$ cat src/rtl/cvic_ctrl.sv
module cvic_ctrl #(
  parameter int MAXLAT = 7,
  parameter int LATW   = 8,
  parameter int CNTW   = 16,
  parameter int SUMW   = 24
) (
  input  logic              clk,
  input  logic              rst_n,
  input  logic [MAXLAT-1:0] coll_vec,
  input  logic              fixed_mode,
  input  logic [LATW-1:0]   fixed_lat,
  input  logic              req_valid,
  output logic              req_ready,
  output logic              permit,
  output logic [LATW-1:0]   lat_now,
  output logic [CNTW-1:0]   start_count,
  output logic [SUMW-1:0]   lat_sum
);
  localparam logic [LATW-1:0] LAT_TOP = {LATW{1'b1}};

  logic [MAXLAT-1:0] busy_q;
  logic              seen_q;
  logic [LATW-1:0]   lat_q;
  logic [CNTW-1:0]   cnt_q;
  logic [SUMW-1:0]   sum_q;
  logic              pace_ok;
  logic              fire;

  assign permit    = ~busy_q[0];
  assign pace_ok   = ~fixed_mode | ~seen_q | (lat_q >= fixed_lat);
  assign req_ready = permit & pace_ok;
  assign fire      = req_valid & req_ready;

  always_ff @(posedge clk) begin
    if (!rst_n) begin
      busy_q <= '0;
      seen_q <= 1'b0;
      lat_q  <= '0;
      cnt_q  <= '0;
      sum_q  <= '0;
    end else begin
      busy_q <= fire ? ((busy_q >> 1) | coll_vec) : (busy_q >> 1);
      if (fire) begin
        seen_q <= 1'b1;
        lat_q  <= LATW'(1);
        cnt_q  <= cnt_q + CNTW'(1);
        if (seen_q) sum_q <= sum_q + SUMW'(lat_q);
      end else if (seen_q && lat_q != LAT_TOP) begin
        lat_q <= lat_q + LATW'(1);
      end
    end
  end

  assign lat_now     = lat_q;
  assign start_count = cnt_q;
  assign lat_sum     = sum_q;
endmodule

$ cat config.mk
export PLATFORM = sky130hd
export DESIGN_NAME = cvic_ctrl
export DESIGN_NICKNAME = d
export VERILOG_FILES = /design/src/rtl/cvic_ctrl.sv
export SDC_FILE = /design/constraint.sdc
export NUM_CORES = 1
export LEC_CHECK = 0
export BUFFER_PORTS_ARGS = -buffer_cell sky130_fd_sc_hd__buf_4
export CORE_MARGIN = 1.5
export CORE_UTILIZATION = 44
export CTS_CLUSTER_DIAMETER = 80
export DETAILED_ROUTE_END_ITERATION = 8
export PLACE_DENSITY = 0.67
export SLEW_MARGIN = 10
export SYNTH_ARGS = -nofsm -noshare
export SYNTH_HDL_FRONTEND = slang
export SYNTH_SLANG_ARGS = --single-unit
$ cat constraint.sdc
create_clock -name clk -period 7.1 [get_ports clk]
set_input_delay 1.42 -clock clk [delete_from_list [all_inputs] [get_ports clk]]
set_output_delay 1.42 -clock clk [all_outputs]
set_load 0.005 [all_outputs]
Word-level counts from Yosys, hierarchy flattened. Cells that the tools add are included.

Output and inout bits: 50. Register bits after elaboration: 56.

Add/sub/neg operators: 3. Order comparisons: 1. Reductions and logical operators: 5. Muxes and demuxes: 3. Eq/ne operators: 1. Bitwise gates (word level): 9.

Operators by type and width (number): $add A24 B8 Y24 (1); $add A16 B1 Y16 const B (1); $add A8 B1 Y8 const B (1); $ge A8 B8 Y1 (1); $ne A8 B8 Y1 const B (1); $or A6 B7 Y7 (1); $mux W6 (1); $not A1 Y1 (4); $reduce_and A2 Y1 (2); $and A1 B1 Y1 (2); $mux W1 (2); $or A1 B1 Y1 (2); $reduce_bool A2 Y1 (1); $reduce_or A2 Y1 (1); $logic_and A1 B1 Y1 (1).

Logic depth before layout (Yosys ltp).
Depth after elaboration: 6. Gate-level depth with buffers: 9. Mapped depth without buffers: 7.

Least setup slack after synthesis. OpenSTA, ideal clock, no wires.

Path type: input-to-output. From: input fixed_lat[0]. To: output req_ready. Path slack: 2890 ps. Stages: 7. Data arrival time: 2790 ps. Path buffers: 2. Cells stage by stage: ha_1 nand2b_4 a2111oi_4 o31a_1 buf_6 buf_2 nor2_1.

Word-level cells in the longest chain between the ends: 3.

Ends and longest elaborated chain: start, declared (RTL line 11) `input logic [LATW-1:0] fixed_lat,`; $ge A8 B8 Y1 (RTL line 30) `assign pace_ok = ~fixed_mode | ~seen_q | (lat_q >= fixed_lat);`; $or A1 B1 Y1 (RTL line 30); $and A1 B1 Y1 (RTL line 31) `assign req_ready = permit & pace_ok;`; end, declared (RTL line 13) `output logic req_ready,`.

Every way passes these cells.

Worst setup path in the final report.
From: input fixed_lat[5]. To: output req_ready.

The elaborated chain is that of the path after synthesis.

==> flow_metrics.tcl <==
set metrics [dict create \
    antenna_found_initial 0 \
    synthesis.area_mm2 0.00322 \
    leakage_nw 1.53 \
    clkPwrFrac_pct 31.8 \
    cts.sinks 56 \
    area_delta_synth_final_pct 19.8 \
    ctsRootBufferMaster "clkbuf_8" \
    fp.dieH_um 88.6 \
    reg2reg_from "lat_now[0]" \
    p_per_area_mw_per_mm2 149 \
    max_freq_mhz 240 \
    io_buffer_count 68 \
    ir_drop_mv 0.0694 \
    synthCells 378 \
    first_pass_iters 4 \
    worstSetupEndpoint "req_ready" \
    final_nets 475 \
    critPathKind "primary input to output pin" \
    cp-end-kind "output pin" \
    gp_congestion 0.860 \
    critPathLaunchType "primary input" \
    status "finished, final reports clean" \
    final_util_pct 53.8 \
    skew_ps 7.87 \
    grt_pass1_vias 2650 \
    yosys.area.top_type "dfxtp_1" \
    reg2reg_depth 8 \
    synth_edf_count 0 \
    postCtsSetupBuffers 0 \
    cpPeakStageDelay_ps 310 \
    hold_viol_final 0 \
    yosysUniqueCellTypes 51 \
    die-area_mm2 0.00784 \
    drt_iter0_drc 132 \
    relSlewSlack_pct 47.5 \
    cpMostUsedCell "buf_4" \
    timing.rr.end "lat_now[6]" \
    fin_ws_ps 2930 \
    routedWlPerCell_um 14.0 \
    io_pins 69 \
    async_reset_ff_share_pct 0 \
    rsz0062_at_grt "false" \
    path_buf_inv 3 \
    drv_cap 0 \
    ys.flop_type "dfxtp_1" \
    clk_pin_slew_worst_paths_ps 100 \
    p_comb_share_pct 11.2 \
    cts_made_buffers 5 \
    swShare_pct 26.8 \
    fin_tns_setup_ps 0 \
    yosysWarnings 0 \
    fillCellCount 717 \
    grt_pass1_wl_mm 12.4 \
    seq_area_mm2 0.00112 \
    htree_num_levels 2 \
    layout-drive-gt1-share_pct 19.9 \
    drt_wl_total_mm 7.53 \
    track_usage_pct 20.0 \
    syn_area_per_cell_um2 8.52 \
    synth_top_area_share_pct 34.8 \
    cp_data_required_time_ps 5680 \
    place_ws_ps 2920 \
    finalCritPeriodShare_pct 58.7 \
    startpoint "fixed_lat[5]" \
    dr_total_vias 2958 \
    fp-row-count 31 \
    worst-path-stages 8 \
    drt-vias-per-instance 5.51 \
    dp_hpwl_mm 5.35 \
    path_max_fanout 4 \
    cts-root-to-sink-buffers 2 \
    intPower_w 0.000420 \
    cp_slowest_cell "o2111a_1" \
    period_needed_ps 4170 \
    hold_class "flop to flop" \
    worst_path_dominant_cell_family "compound AO/OA/AOI/OAI gates" \
    drcViolationCount 0 \
    hold_buffers 0 \
    setup_viol 0 \
    synthTopCellsByCount "dfxtp_1, nand2_1, nor2_1, a21oi_1" \
    slew_viol_final 0 \
    ys_seq_area_share_pct 34.8 \
    synth.area.top_cells "dfxtp_1, ha_1, mux2i_1, a21oi_1, nand2_1" \
    crit_chain "buf_4 -> inv_1 -> ha_1 -> a211oi_1 -> o2111a_1 -> o31a_1 -> nor2_1 -> buf_4" \
    grt-ovfl-total 0 \
    clock_latency_ps 320 \
    worst_slew_pin_slew_ps 783 \
    seqPwrFrac_pct 57.0 \
    ff2ff_setup_slack_ps 4420 \
    fp.coreArea_mm2 0.00718 \
    p_total_w 0.000574 \
    die_x_um 88.6 \
    multi_input_area_mm2 0.00194 \
    start_util_pct 44.9 \
    detail-route-antenna-nets 0 \
    cp.arrival_ps 2750 \
    syn-num-nets 416 \
    cts-resized-gates 0 \
    cts_tree "yes" \
    switching_power_w 0.000154 \
    grt_max_degree 47 \
    ys_seq_elements 56 \
    diodes 0 \
    synth_most_common_cell "dfxtp_1" \
    worstHoldStart "busy_q[4]" \
]
## worst min-delay path: cells and delay by family, from the launching register on
kind,cells,cell delay [ps]
AO/OA/AOI/OAI,1,30
flip-flops,1,320
AND/OR/NAND/NOR,1,60
## logic make-up after synthesis
group / after synthesis / synth area share [%]
buf+inv: 33 / 5.09
mux: 19 / 5.90
compound gates: 77 / 16.1
simple gates: 161 / 27.0
fa+ha+maj: 19 / 7.61
flops: 56 / 34.8
xor+xnor: 13 / 3.53
## area by class of cell
| type | instances | share of cell area (%) |
|---|---|---|
| inverter | 14 | 1.36 |
| timing repair buffer | 71 | 13.8 |
| sequential | 56 | 29.1 |
| clock buffer | 5 | 1.78 |
| tap | 99 | 3.21 |
| clock inverter | 3 | 0.584 |
| multi-input combinational | 289 | 50.2 |
## power groups by stage
stage / Sequential, W / Clock, W / Combinational [W]
6_report: 0.000327 / 0.000182 / 0.0000644
5_1_grt: 0.000328 / 0.000203 / 0.0000724
4_1_cts: 0.000327 / 0.000191 / 0.0000652
3_5_place_dp: 0.000334 / 0 / 0.0000650
3_3_place_gp: 0.000334 / 0 / 0.0000639
2_1_floorplan: 0.000332 / 0 / 0.0000447
## flip-flops by register name (all words and copies together) (netlist names)
signal       flops
lat_now          8
lat_sum         24
busy_q           7
start_count     16
seen_q           1
## metal layers
layer | global-route usage (%) | wire length, um | vias up
met3 | 4.76 | 382 | 7
li1 | - | - | 1499
met1 | 26.4 | 3660 | 1390
met5 | 0 | 0 | -
met4 | 6.82 | 72 | 0
met2 | 32.3 | 3420 | 62
## cells in the final DEF, fill, tap and decap left out, drive strengths merged, types with 2 or more instances in the layout
| master | netlist | layout |
|---|---|---|
| nand2b | 20 | 20 |
| or4 | 8 | 8 |
| or2 | 2 | 2 |
| and4 | 2 | 2 |
| clkinv | 1 | 3 |
| clkbuf | 11 | 5 |
| mux2i | 19 | 19 |
| dfxtp | 56 | 56 |
| a21oi | 29 | 29 |
| xnor2 | 10 | 10 |
| xor2 | 3 | 3 |
| o41ai | 3 | 3 |
| buf | 8 | 71 |
| o211ai | 4 | 4 |
| nor4 | 14 | 14 |
| nand4 | 15 | 15 |
| nor2 | 30 | 30 |
| or3 | 3 | 3 |
| nor4b | 2 | 2 |
| o22ai | 2 | 2 |
| nand2 | 35 | 35 |
| nor3 | 5 | 5 |
| nand3 | 19 | 19 |
| inv | 13 | 14 |
| ha | 18 | 18 |
| a21o | 3 | 3 |
| o21ai | 13 | 13 |
| and3 | 2 | 2 |
| o31ai | 10 | 10 |
| a211oi | 4 | 4 |
| nor2b | 2 | 2 |
## worst min path at each step
| stage | end | slack [ps] | cells past startpoint |
|---|---|---|---|
| 5_1_grt | busy_q[3] | 490 | 2 |
| 6_report | busy_q[3] | 450 | 2 |
| 3_3_place_gp | busy_q[5] | 420 | 2 |
| 3_5_place_dp | busy_q[0] | 430 | 2 |
| 4_1_cts | busy_q[4] | 450 | 2 |
| 2_1_floorplan | busy_q[0] | 410 | 2 |
## stage by stage
step           instance area, um^2  hold slack (ps)  instances
2_1_floorplan                 3220              413        378
3_3_place_gp                  3770              418        529
3_5_place_dp                  3770              426        529
4_1_cts                       3860              455        537
5_1_grt                       3860              490        537
6_report                      3860              446        537
(Power assumes the default switching activity.)
